==> src/rtl/sb_pkg.sv <==
package sb_pkg;
  localparam int REG_W = 3;
  localparam int KIND_W = 2;
  typedef enum logic [KIND_W-1:0] {
    FU_ADD = 2'd0,
    FU_MUL = 2'd1,
    FU_DIV = 2'd2
  } fu_kind_e;
endpackage

==> src/rtl/sb_issue_sel.sv <==
module sb_issue_sel #(
  parameter int NUM_FU = 4,
  parameter int KIND_W = 2,
  parameter int UID_W  = $clog2(NUM_FU),
  parameter logic [NUM_FU*KIND_W-1:0] FU_KIND = 8'b10_00_01_01
) (
  input  logic [NUM_FU-1:0] busy,
  input  logic [KIND_W-1:0] kind,
  output logic              free_any,
  output logic [UID_W-1:0]  sel
);
  always_comb begin
    free_any = 1'b0;
    sel = '0;
    for (int i = NUM_FU - 1; i >= 0; i--) begin
      if (!busy[i] && FU_KIND[i*KIND_W +: KIND_W] == kind) begin
        free_any = 1'b1;
        sel = UID_W'(i);
      end
    end
  end
endmodule

==> src/rtl/sb_reg_status.sv <==
module sb_reg_status #(
  parameter int NUM_FU = 4,
  parameter int REG_W  = 3,
  parameter int UID_W  = $clog2(NUM_FU),
  localparam int NREG  = 1 << REG_W
) (
  input  logic              clk,
  input  logic              rst,
  input  logic              issue_en,
  input  logic [REG_W-1:0]  issue_dst,
  input  logic [UID_W-1:0]  issue_uid,
  input  logic [REG_W-1:0]  look_a,
  input  logic [REG_W-1:0]  look_b,
  input  logic [NUM_FU-1:0] wr_vec,
  input  logic [REG_W-1:0]  wr_dst [NUM_FU],
  output logic              a_busy,
  output logic [UID_W-1:0]  a_uid,
  output logic              b_busy,
  output logic [UID_W-1:0]  b_uid,
  output logic              dst_busy,
  output logic [NREG-1:0]   pending
);
  logic [UID_W-1:0] owner [NREG];

  assign a_busy   = pending[look_a];
  assign a_uid    = owner[look_a];
  assign b_busy   = pending[look_b];
  assign b_uid    = owner[look_b];
  assign dst_busy = pending[issue_dst];

  always_ff @(posedge clk) begin
    if (rst) begin
      pending <= '0;
    end else begin
      for (int u = 0; u < NUM_FU; u++)
        if (wr_vec[u]) pending[wr_dst[u]] <= 1'b0;
      if (issue_en) pending[issue_dst] <= 1'b1;
    end
  end

  always_ff @(posedge clk) begin
    if (issue_en) owner[issue_dst] <= issue_uid;
  end

  // a new writer is never recorded over an outstanding one
  assert_no_waw_R4: assert property (@(posedge clk) disable iff (rst)
    issue_en |-> !pending[issue_dst]);

  for (genvar u = 0; u < NUM_FU; u++) begin : g_own
    // the unit writing back is the recorded writer of its destination
    assert_owner_R5: assert property (@(posedge clk) disable iff (rst)
      wr_vec[u] |-> (pending[wr_dst[u]] && owner[wr_dst[u]] == UID_W'(u)));
  end
endmodule

==> src/rtl/sb_unit.sv <==
module sb_unit #(
  parameter int NUM_FU = 4,
  parameter int REG_W  = 3,
  parameter int UID_W  = $clog2(NUM_FU),
  localparam int NREG  = 1 << REG_W
) (
  input  logic              clk,
  input  logic              rst,
  input  logic              issue_en,
  input  logic [REG_W-1:0]  in_dst,
  input  logic [REG_W-1:0]  in_src_a,
  input  logic [REG_W-1:0]  in_src_b,
  input  logic [UID_W-1:0]  prod_a,
  input  logic [UID_W-1:0]  prod_b,
  input  logic              rdy_a,
  input  logic              rdy_b,
  input  logic [NUM_FU-1:0] wb_vec,
  input  logic              done,
  input  logic              war_block,
  output logic              busy,
  output logic [REG_W-1:0]  dst_o,
  output logic [NREG-1:0]   claim,
  output logic              go_read,
  output logic              go_write
);
  logic             rd_done;
  logic [REG_W-1:0] src_a_q, src_b_q;
  logic [UID_W-1:0] prod_a_q, prod_b_q;
  logic             rdy_a_q, rdy_b_q;

  assign go_read  = busy && !rd_done && rdy_a_q && rdy_b_q;
  assign go_write = busy && rd_done && done && !war_block;

  always_comb begin
    for (int r = 0; r < NREG; r++)
      claim[r] = busy && !rd_done &&
                 ((rdy_a_q && src_a_q == REG_W'(r)) || (rdy_b_q && src_b_q == REG_W'(r)));
  end

  always_ff @(posedge clk) begin
    if (rst) begin
      busy    <= 1'b0;
      rd_done <= 1'b0;
      rdy_a_q <= 1'b0;
      rdy_b_q <= 1'b0;
    end else if (issue_en) begin
      busy     <= 1'b1;
      rd_done  <= 1'b0;
      dst_o    <= in_dst;
      src_a_q  <= in_src_a;
      src_b_q  <= in_src_b;
      prod_a_q <= prod_a;
      prod_b_q <= prod_b;
      rdy_a_q  <= rdy_a;
      rdy_b_q  <= rdy_b;
    end else begin
      if (go_write) busy <= 1'b0;
      if (go_read) rd_done <= 1'b1;
      if (busy && !rdy_a_q && wb_vec[prod_a_q]) rdy_a_q <= 1'b1;
      if (busy && !rdy_b_q && wb_vec[prod_b_q]) rdy_b_q <= 1'b1;
    end
  end

  // dispatch only ever targets an idle unit
  assert_idle_on_issue_R3: assert property (@(posedge clk) disable iff (rst)
    issue_en |-> !busy);
  // one operand read per instruction
  assert_read_once_R8: assert property (@(posedge clk) disable iff (rst)
    go_read |=> !go_read);
endmodule

==> src/rtl/scoreboard_issue.sv <==
module scoreboard_issue
  import sb_pkg::*;
#(
  parameter int NUM_FU = 4,
  parameter logic [NUM_FU*KIND_W-1:0] FU_KIND = 8'b10_00_01_01,
  localparam int UID_W = $clog2(NUM_FU),
  localparam int NREG  = 1 << REG_W
) (
  input  logic              clk,
  input  logic              rst,
  input  logic              in_valid,
  input  logic [KIND_W-1:0] in_kind,
  input  logic [REG_W-1:0]  in_dst,
  input  logic [REG_W-1:0]  in_src1,
  input  logic [REG_W-1:0]  in_src2,
  output logic              issue_ok,
  output logic [UID_W-1:0]  issue_unit,
  input  logic [NUM_FU-1:0] fu_done,
  output logic [NUM_FU-1:0] fu_go_read,
  output logic [NUM_FU-1:0] fu_go_write,
  output logic [NREG-1:0]   reg_pending
);
  logic [NUM_FU-1:0] busy, issue_vec, war_blk;
  logic [REG_W-1:0]  dst_u [NUM_FU];
  logic [NREG-1:0]   claim_u [NUM_FU];
  logic [NREG-1:0]   claim_all;
  logic              free_any, dst_busy, a_busy, b_busy, rdy_a, rdy_b;
  logic [UID_W-1:0]  a_uid, b_uid;

  sb_issue_sel #(.NUM_FU(NUM_FU), .KIND_W(KIND_W), .FU_KIND(FU_KIND)) i_sel (
    .busy(busy), .kind(in_kind), .free_any(free_any), .sel(issue_unit));

  sb_reg_status #(.NUM_FU(NUM_FU), .REG_W(REG_W)) i_regs (
    .clk(clk), .rst(rst), .issue_en(issue_ok), .issue_dst(in_dst),
    .issue_uid(issue_unit), .look_a(in_src1), .look_b(in_src2),
    .wr_vec(fu_go_write), .wr_dst(dst_u), .a_busy(a_busy), .a_uid(a_uid),
    .b_busy(b_busy), .b_uid(b_uid), .dst_busy(dst_busy), .pending(reg_pending));

  assign issue_ok = in_valid && free_any && !dst_busy;
  assign rdy_a = !a_busy || fu_go_write[a_uid];
  assign rdy_b = !b_busy || fu_go_write[b_uid];

  always_comb begin
    claim_all = '0;
    for (int u = 0; u < NUM_FU; u++) claim_all |= claim_u[u];
  end

  for (genvar u = 0; u < NUM_FU; u++) begin : g_fu
    assign issue_vec[u] = issue_ok && issue_unit == UID_W'(u);
    assign war_blk[u]   = claim_all[dst_u[u]];
    sb_unit #(.NUM_FU(NUM_FU), .REG_W(REG_W)) i_unit (
      .clk(clk), .rst(rst), .issue_en(issue_vec[u]), .in_dst(in_dst),
      .in_src_a(in_src1), .in_src_b(in_src2), .prod_a(a_uid), .prod_b(b_uid),
      .rdy_a(rdy_a), .rdy_b(rdy_b), .wb_vec(fu_go_write), .done(fu_done[u]),
      .war_block(war_blk[u]), .busy(busy[u]), .dst_o(dst_u[u]),
      .claim(claim_u[u]), .go_read(fu_go_read[u]), .go_write(fu_go_write[u]));
  end

  // at most one unit receives an instruction per cycle
  assert_single_issue_R2: assert property (@(posedge clk) disable iff (rst)
    $onehot0(issue_vec));
  // a unit that wrote back is idle in the next cycle
  assert_free_after_write_R10: assert property (@(posedge clk) disable iff (rst)
    (fu_go_write != '0) |=> ((busy & $past(fu_go_write)) == '0) || $past(issue_ok));
endmodule

==> config.mk <==
export PLATFORM = sky130hd
export DESIGN_NAME = scoreboard_issue
export DESIGN_NICKNAME = d
export VERILOG_FILES = /design/src/rtl/sb_pkg.sv /design/src/rtl/sb_issue_sel.sv /design/src/rtl/sb_reg_status.sv /design/src/rtl/sb_unit.sv /design/src/rtl/scoreboard_issue.sv
export SDC_FILE = /design/constraint.sdc
export NUM_CORES = 1
export LEC_CHECK = 0
export ABC_AREA = 0
export BUFFER_PORTS_ARGS = -buffer_cell sky130_fd_sc_hd__buf_2
export CORE_ASPECT_RATIO = 1.75
export CORE_UTILIZATION = 36
export DETAILED_ROUTE_END_ITERATION = 6
export PLACE_DENSITY = 0.53
export SLEW_MARGIN = 40
export SYNTH_ARGS = -nofsm -noshare
export SYNTH_HDL_FRONTEND = slang
export SYNTH_SLANG_ARGS = --single-unit
==> constraint.sdc <==
create_clock -name clk -period 4.2 [get_ports clk]
set_input_delay 0.63 -clock clk [delete_from_list [all_inputs] [get_ports clk]]
set_output_delay 0.63 -clock clk [all_outputs]
set_load 0.03 [all_outputs]
==> metrics, run 1 <==
# port buffers 36; fin worst setup slack 424 ps; Worst slew margin between 40 and 50%; Leak between 2 and 2.5 nW; # diodes 0; drt wl/cell roughly 26 microns; HPWL Detailed about 15000 microns; Setup Skew around 6.9 ps; routability cong. roughly 0.9; number of max-cap violations 0; count of cell types in the netlist between 70 and 80; vias post-DR between 4k and 5k; Nets around 580; Worst Max-Slew Pin Slew 860 ps; CTS max path bufs 2; Iteration-0 DRC Markers 355; CTS Hold Bufs 0; Ys Warns 0; Final Hold Fails 0; count leader, synth edfxtp_1; post-route ant nets 0; Pwr Density between 300 and 400 nW/um^2; async set or reset register ratio after synthesis 0%; Die Y 168 microns; Placed Area approximately 6000 sq um; Reg area roughly 2500 sq um; layout cells sized above 1 just under 20%; f_max 265 MHz; CTS root buf clkbuf_16; post-layout minimum cycle time between 3000 and 4000 ps; Setup crit start g_fu[2].i_unit.src_a_q[0]$_DFFE_PP_; worst path required time ~3600 ps; worst hold margin 519 ps; RSZ-0062 raised after global routing false; clock sink count between 90 and 100; max-slew violation count 0; overall routing resource usage about a quarter; Synth Flop Type edfxtp_1; Resize count post-CTS 0; worst r2r src g_fu[3].i_unit.rdy_b_q$_SDFFE_PP0P_; last element of the critical path fu_go_write[0]; TritonCTS Buffers 9; reg-to-reg slack, setup 900 ps; total negative setup slack 0 ps; top post-synthesis cells by area edfxtp_1, dfxtp_1, mux4_2; share of the synthesized area in the top cell type a little over a third; I/O Pins 37; Multi-input gate area just under 3000 sq um; H-tree levels 3; depth of the most critical reg-to-reg path 9; TritonCTS clock tree yes; GRT overflow 0; number of fill cells 1459; Chip Width a little under 100 microns; Synth Instances ~540; die area between 15000 and 20000 sq um; Syn Area/Cell 10.6 sq um; router iterations before antenna repair 5; Worst Path Max Fanout 13; WS Path Type register to output port; post-synth top area cell edfxtp_1; outcome complete, no violations; period utilization roughly nine tenths; total power 2.16 mW; Remaining DRCs 0; Initial Utilization about 37%; Detailed Route WL ~19000 microns; worst slack, placed between 600 and 700 ps; clk slew on worst S/H paths 60 ps; Crit. End Element output port; vias in the first global route roughly 4.6k; vias per cell 6.51; r2r endpoint g_fu[0].i_unit.rdy_b_q$_SDFFE_PP0P_; initial antenna violation count 0; Setup crit start kind register; Area growth syn-to-layout 12.2%; syn nets ~550; post-route cell area approximately 6400 sq um; top post-synthesis cells by count edfxtp_1, nor3_1, nand4b_1, nor2_1; Post-synth EDFFs 68; largest net degree at the start of global routing 22; total core area 15400 sq um; Core Rows 60; # setup viols final 0; Worst EP arrival between 3000 and 4000 ps; Post-Syn Area around 5700 sq um; sequential area share after synthesis ~44%; Yosys reg bits 92; Hold Path Class register to register; Max IR drop VDD between 0.2 and 0.25 mV; first-pass GRT wire length 28200 microns; worst skew pair latency around 350 ps; post-CTS setup repair buffer count 0
==> state kept, by name, indices dropped and copies added (netlist names) <==
register	flops
i_regs.pending	8
g_fu.i_unit.dst_o	12
g_fu.i_unit.prod_a_q	8
g_fu.i_unit.busy	4
g_fu.i_unit.prod_b_q	8
g_fu.i_unit.src_a_q	12
g_fu.i_unit.rd_done	4
i_regs.owner	16
g_fu.i_unit.rdy_a_q	4
g_fu.i_unit.src_b_q	12
g_fu.i_unit.rdy_b_q	4
==> per-layer routing <==
| layer | track usage [%] | share of wire, % | up-vias |
|---|---|---|---|
| met4 | 16.9 | 7.1 | 0 |
| met5 | 0 | 0 | - |
| met1 | 23.8 | 34 | 2365 |
| met3 | 2.91 | 4.7 | 73 |
| li1 | - | - | 2222 |
| met2 | 44.0 | 54 | 213 |
==> power breakdown <==
group | switching [mW] | internal [mW] | total (mW)
clock | 0.351 | 0.647 | 0.997
combinational | 0.0964 | 0.0496 | 0.146
sequential | 0.0248 | 0.994 | 1.02
total | 0.472 | 1.69 | 2.16
==> cell families after synthesis <==
kind of cell | after synthesis | synth area share [%]
buffers and inverters | 55 | 4.64
multiplexers | 22 | 6.59
AND/OR/NAND/NOR | 257 | 30.5
AO/OA/AOI/OAI | 110 | 14.0
flip-flops | 92 | 44.3
==> area by class of cell <==
type                    instances  share of cell area, %
inverters                      15                  0.882
clock inverters                 7                   2.27
well taps                     186                   3.64
repair buffers                 50                   4.47
flip-flops and latches         92                   39.5
multi-input cells             389                   45.7
clock buffers                   9                   3.53
==> through the flow <==
stage / utilization [%] / std cells
5_1_grt: 41.5 / 748
3_3_place_gp: 39.1 / 732
2_1_floorplan: - / 536
3_5_place_dp: 39.1 / 732
6_report: 41.5 / 748
4_1_cts: 41.5 / 748
==> worst min-delay path by stage <==
stage	start	endpoint	depth (start not counted)	slack, ps
2_1_floorplan	g_fu[2].i_unit.rd_done$_SDFFE_PP0P_	g_fu[2].i_unit.rd_done$_SDFFE_PP0P_	2	480
3_3_place_gp	g_fu[2].i_unit.rd_done$_SDFFE_PP0P_	g_fu[2].i_unit.rd_done$_SDFFE_PP0P_	2	510
3_5_place_dp	g_fu[2].i_unit.rd_done$_SDFFE_PP0P_	g_fu[2].i_unit.rd_done$_SDFFE_PP0P_	2	500
4_1_cts	g_fu[2].i_unit.rd_done$_SDFFE_PP0P_	g_fu[2].i_unit.rd_done$_SDFFE_PP0P_	2	520
5_1_grt	g_fu[2].i_unit.rd_done$_SDFFE_PP0P_	g_fu[2].i_unit.rd_done$_SDFFE_PP0P_	2	550
6_report	g_fu[2].i_unit.rd_done$_SDFFE_PP0P_	g_fu[2].i_unit.rd_done$_SDFFE_PP0P_	2	520
==> critical path: stages, from the launching register on <==
cell       delay, ps
edfxtp_1         500
nand4b_1         150
a21oi_1          110
nor4_1           770
o22ai_1          190
a2bb2oi_1        160
buf_4            200
or2_2            350
inv_1            140
buf_2            220
==> placed cells by master, fill, tap and decap left out, drive strengths merged, types with 10 or more instances in the layout <==
| master | Yosys | layout |
|---|---|---|
| o31ai | 10 | 10 |
| nor4b | 14 | 14 |
| o21ai | 24 | 24 |
| buf | 24 | 50 |
| edfxtp | 68 | 68 |
| and4bb | 12 | 12 |
| nor4 | 19 | 19 |
| dfxtp | 24 | 24 |
| a21oi | 21 | 21 |
| nand2 | 24 | 24 |
| inv | 15 | 17 |
| nor4bb | 12 | 12 |
| mux4 | 12 | 12 |
| nand4 | 20 | 20 |
| nand4b | 26 | 26 |
| nor2 | 27 | 27 |
| nand2b | 13 | 13 |
| nor3 | 30 | 30 |
| nand3 | 13 | 13 |
No activity file was read; power rests on OpenSTA's default activity.
==> run 2: changes to the inputs <==
PLACE_DENSITY = 0.6   (was 0.53)
==> run 2 against run 1 <==
Final cell count increased by 0.27%. Hold slack improved by 2.1 ps. Core utilization decreased by 0.48 points. First-iteration DRC count increased by 41%. Fmax increased by 0.30%. Sequential share of layout area increased by 0.46 points. Routed wire length decreased by 2.4%. Die area unchanged. Setup slack improved by 11 ps. Clock skew decreased by 1.7 ps. Critical path type unchanged.
==> metrics, run 2 (synthesis gave the netlist of run 1 again) <==
Placed Area 6020 sq um; Worst slew margin 43.3%; CP peak stage delay between 600 and 700 ps; commonest non-fill, non-tap cell in the layout edfxtp_1; Initial Utilization between 30% and 40%; HPWL Detailed around 14000 microns; Chip Width 97.1 microns; Remaining DRCs 0; Setup crit start kind register; fin worst setup slack about 440 ps; Leak 2.06 nW; Crit. End Element output port; overall routing resource usage a little under a quarter; clk slew on worst S/H paths roughly 60 ps; first-pass GRT wire length approximately 28000 microns; WP buf/inv 1; worst slack, placed just over 700 ps; max reg flops 16; worst hold margin between 500 and 600 ps; WS Path Type register to output port; largest net degree at the start of global routing 22; vias in the first global route 4777; CTS Hold Bufs 0; Resize count post-CTS 0; post-layout instance count excluding filler cells 750; worst path required time 3570 ps; TritonCTS Buffers 9; GRT overflow 0; Crit-path slowest cell a311oi_1; post-route cell area about 6300 sq um; CTS root buf clkbuf_16; placed cells 733; Worst EP arrival 3130 ps; critical path, cell by cell nor4b_1, o21ai_0, nand4_1, a311oi_1, nand3_2, nor2_2, buf_2; post-layout minimum cycle time 3760 ps; TritonCTS clock tree yes; worst skew pair latency 340 ps; CTS max path bufs 2; Final Hold Fails 0; Max IR drop VDD 0.469 mV; period utilization about nine tenths; # port buffers 36; most frequent cells in the layout edfxtp_1, buf_2, nor3_1, nand4b_1, nor2_1; largest register by flop count i_regs.owner; vias post-DR 4885; Area growth syn-to-layout 10.9%; total negative setup slack 0 ps; initial antenna violation count 0; Setup Skew approximately 5.2 ps; I/O Pins 37; outcome complete, no violations; Pwr Density slightly above 300 nW/um^2; Detailed Route WL approximately 19000 microns; clock sink count 92; # diodes 0; die area approximately 16000 sq um; Worst Path Max Fanout 10; # setup viols final 0; post-CTS setup repair buffer count 0; Iteration-0 DRC Markers 502; routability cong. 0.962; CP top delay family simple AND/OR/NAND/NOR gates; max-slew violation count 0; Core Rows 60; Die Y 168 microns; H-tree levels 3; Nets 577; Hold Path Class register to register; layout cells sized above 1 19.3%; RSZ-0062 raised after global routing false; Worst Max-Slew Pin Slew between 800 and 900 ps; total power 1.94 mW; f_max approximately 270 MHz; vias per cell 6.51; final core occ 41.0%; post-route ant nets 0; total core area about 15000 sq um; number of max-cap violations 0; drt wl/cell about 25 microns; number of fill cells about 1.4k; router iterations before antenna repair 5
==> run 2: cell count changes in the layout (fill, tap and decap cells not counted) <==
cell | previous run | this run
clkinv_2 | 1 | 3
inv_6 | 1 | 2
clkbuf_16 | 9 | 10
a211oi_2 | 1 | 0
bufinv_16 | 4 | 0
clkbuf_1 | 0 | 1
buf_4 | 14 | 16
a211oi_1 | 0 | 1
inv_8 | 1 | 0
==> run 2: tightest hold or removal path, stage by stage, from the launching register on <==
cell,delay [ps]
dfxtp_1,320
nor2_1,110
nor3_1,50
==> run 2: where the power goes <==
group | internal, mW | total (mW) | switching, mW
clock network | 0.438 | 0.778 | 0.339
logic | 0.0496 | 0.146 | 0.0969
registers | 0.994 | 1.02 | 0.0239
total | 1.48 | 1.94 | 0.460
==> run 2: area by class of cell <==
cell class / count / area [sq um] / share of cell area (%)
Clock buffer: 11 / 254 / 4.02
Clock inverter: 5 / 32.5 / 0.515
Inverter: 15 / 56.3 / 0.892
Multi-Input combinational cell: 389 / 2910 / 46.2
Sequential cell: 92 / 2520 / 40.0
Tap cell: 186 / 233 / 3.69
Timing Repair Buffer: 52 / 300 / 4.76
==> run 2: routing by layer <==
metal	vias to the layer above	wire [microns]	global-route usage, %	part of all wire, %
li1	2227	-	-	-
met1	2332	6310	23.0	34
met2	234	9850	43.2	53
met3	92	867	2.78	4.6
met4	0	1710	17.8	9.1
met5	-	0	0	0
==> run 2: final timing paths <==
check                                                         start                                  end  slack (ps)  cells past startpoint
worst max-delay path            g_fu[3].i_unit.rdy_a_q$_SDFFE_PP0P_                       fu_go_write[2]         440                      7
worst min register to register  g_fu[0].i_unit.rd_done$_SDFFE_PP0P_  g_fu[0].i_unit.rd_done$_SDFFE_PP0P_         520                      2
worst min-delay path            g_fu[0].i_unit.rd_done$_SDFFE_PP0P_  g_fu[0].i_unit.rd_done$_SDFFE_PP0P_         520                      2
worst max register to register  g_fu[3].i_unit.rdy_a_q$_SDFFE_PP0P_  g_fu[2].i_unit.rdy_a_q$_SDFFE_PP0P_         890                      9
==> run 3: changes to the inputs <==
CORE_ASPECT_RATIO = 0.9   (was 1.75)
CORE_MARGIN = 4   (was unset)
CORE_UTILIZATION = 50   (was 36)
PLACE_DENSITY = 0.76   (was 0.6)
==> run 3 against run 2 <==
Clock power barely moved. First-iteration DRC count up 16%. Core utilization increased by 16 points. Register-to-register slack improved by 50 ps. Highest routed layer unchanged.
==> metrics, run 3 (synthesis gave the netlist of run 1 again) <==
Leak 2.03 nW; Clock Power Share 40.2%; drt wl/cell ~24 microns; router iterations before antenna repair 6; Die Y 109 microns; most frequent cells in the layout edfxtp_1, buf_2, nor3_1, nand4b_1, nor2_1; P_int between 1 and 1.5 mW; largest register by flop count i_regs.owner; # diodes 0; commonest non-fill, non-tap cell in the layout edfxtp_1; CTS Hold Bufs 0; worst hold margin between 500 and 600 ps; total core area ~11000 sq um; total power roughly 1.9 mW; Nets about 570; TritonCTS Buffers 9; largest net degree at the start of global routing 22; vias post-DR between 5k and 6k; Initial Utilization 51.8%; HPWL Detailed between 10000 and 15000 microns; vias in the first global route around 4.7k; P_sw between 0.4 and 0.5 mW; Detailed Route WL about 17000 microns; placed cells 694; CTS max path bufs 2; max-slew violation count 0; Iteration-0 DRC Markers 582; initial antenna violation count 0; outcome complete, no violations; vias per cell 7.05; Crit. End Element output port; # setup viols final 0; layout cells sized above 1 a little under a fifth; Setup Skew approximately 8 ps; Core Rows 36; worst skew pair latency between 300 and 400 ps; post-layout minimum cycle time ~3800 ps; H-tree levels 3; Remaining DRCs 0; worst path required time roughly 3600 ps; period utilization 90.7%; RSZ-0062 raised after global routing false; Max IR drop VDD 0.180 mV; Final Hold Fails 0; clock sink count 92; overall routing resource usage a little over a quarter; post-route ant nets 0; Worst slew margin between 40% and 50%; post-layout instance count excluding filler cells approximately 710; CTS root buf clkbuf_16; Hold Path Class register to register; Area growth syn-to-layout 9.56%; max reg flops 16; I/O Pins 37; Pwr Density roughly 310 nW/um^2; met1 WL 6630 microns; Setup crit start kind register; number of max-cap violations 0; f_max between 200 and 300 MHz; GRT overflow 0; Switching Fraction 25.1%; number of fill cells a little under 1k; die area between 10000 and 15000 sq um; # port buffers 36; Worst Path Max Fanout 13; Logic pwr share ~7.3%; post-CTS setup repair buffer count 0; Chip Width around 120 microns; routed length on met3 between 2000 and 2500 microns; sequential share of power a little over half; routability cong. a little over 0.9; WS Path Type register to output port; Worst Max-Slew Pin Slew 832 ps; Worst EP arrival around 3200 ps; total negative setup slack 0 ps; clk slew on worst S/H paths 70 ps; first-pass GRT wire length about 26000 microns; uppermost layer routed met4; Resize count post-CTS 0; TritonCTS clock tree yes; DR WL met2 approximately 7800 microns; final core occ between 50% and 60%
[run 3: path summary, 6_finish.rpt]
kind,start,endpoint,slack [ps],cells past startpoint
hold reg to reg,g_fu[3].i_unit.rd_done$_SDFFE_PP0P_,g_fu[3].i_unit.rd_done$_SDFFE_PP0P_,520,2
hold / removal,g_fu[3].i_unit.rd_done$_SDFFE_PP0P_,g_fu[3].i_unit.rd_done$_SDFFE_PP0P_,520,2
setup reg to reg,g_fu[0].i_unit.busy$_SDFFE_PP0P_,g_fu[1].i_unit.src_b_q[1]$_DFFE_PP_,940,9
setup / recovery,g_fu[0].i_unit.src_a_q[1]$_DFFE_PP_,fu_go_write[0],390,9
[run 3: power by group through the flow]
stage | logic, mW | clock network, mW | registers [mW]
floorplan | 0.0892 | 0 | 1.03
global placement | 0.136 | 0 | 1.04
detailed placement | 0.139 | 0 | 1.04
CTS | 0.140 | 0.785 | 1.02
global route | 0.152 | 0.828 | 1.02
finish | 0.142 | 0.781 | 1.02
[run 3: layer usage]
metal  up-vias  GRT usage, %
li1       2222             -
met1      2413          35.2
met2       334          42.7
met3        45          6.17
met4         0          8.25
met5         -             0
[run 3: critical path: stages, from the launching register on]
cell and delay (ps):
edfxtp_1 480, nand4b_1 170, a21oi_1 130, nor4_1 710
o22ai_1 220, a2bb2oi_1 160, buf_4 200, or2_2 390
inv_1 160, buf_2 220
[run 3: per-stage QoR]
stage               setup slack, ps  cell area [sq um]
floorplan                      1060               5690
global placement                884               5940
detailed placement              808               5940
CTS                             408               6230
global route                    263               6240
finish                          389               6240
[run 3: layout make-up]
cell class / count / area (sq um) / area share, %
inverter: 15 / 56.3 / 0.903
multi-input combinational: 389 / 2920 / 46.8
clock buffer: 9 / 225 / 3.61
timing repair buffer: 47 / 263 / 4.21
clock inverter: 7 / 58.8 / 0.943
tap: 152 / 190 / 3.05
sequential: 92 / 2520 / 40.4
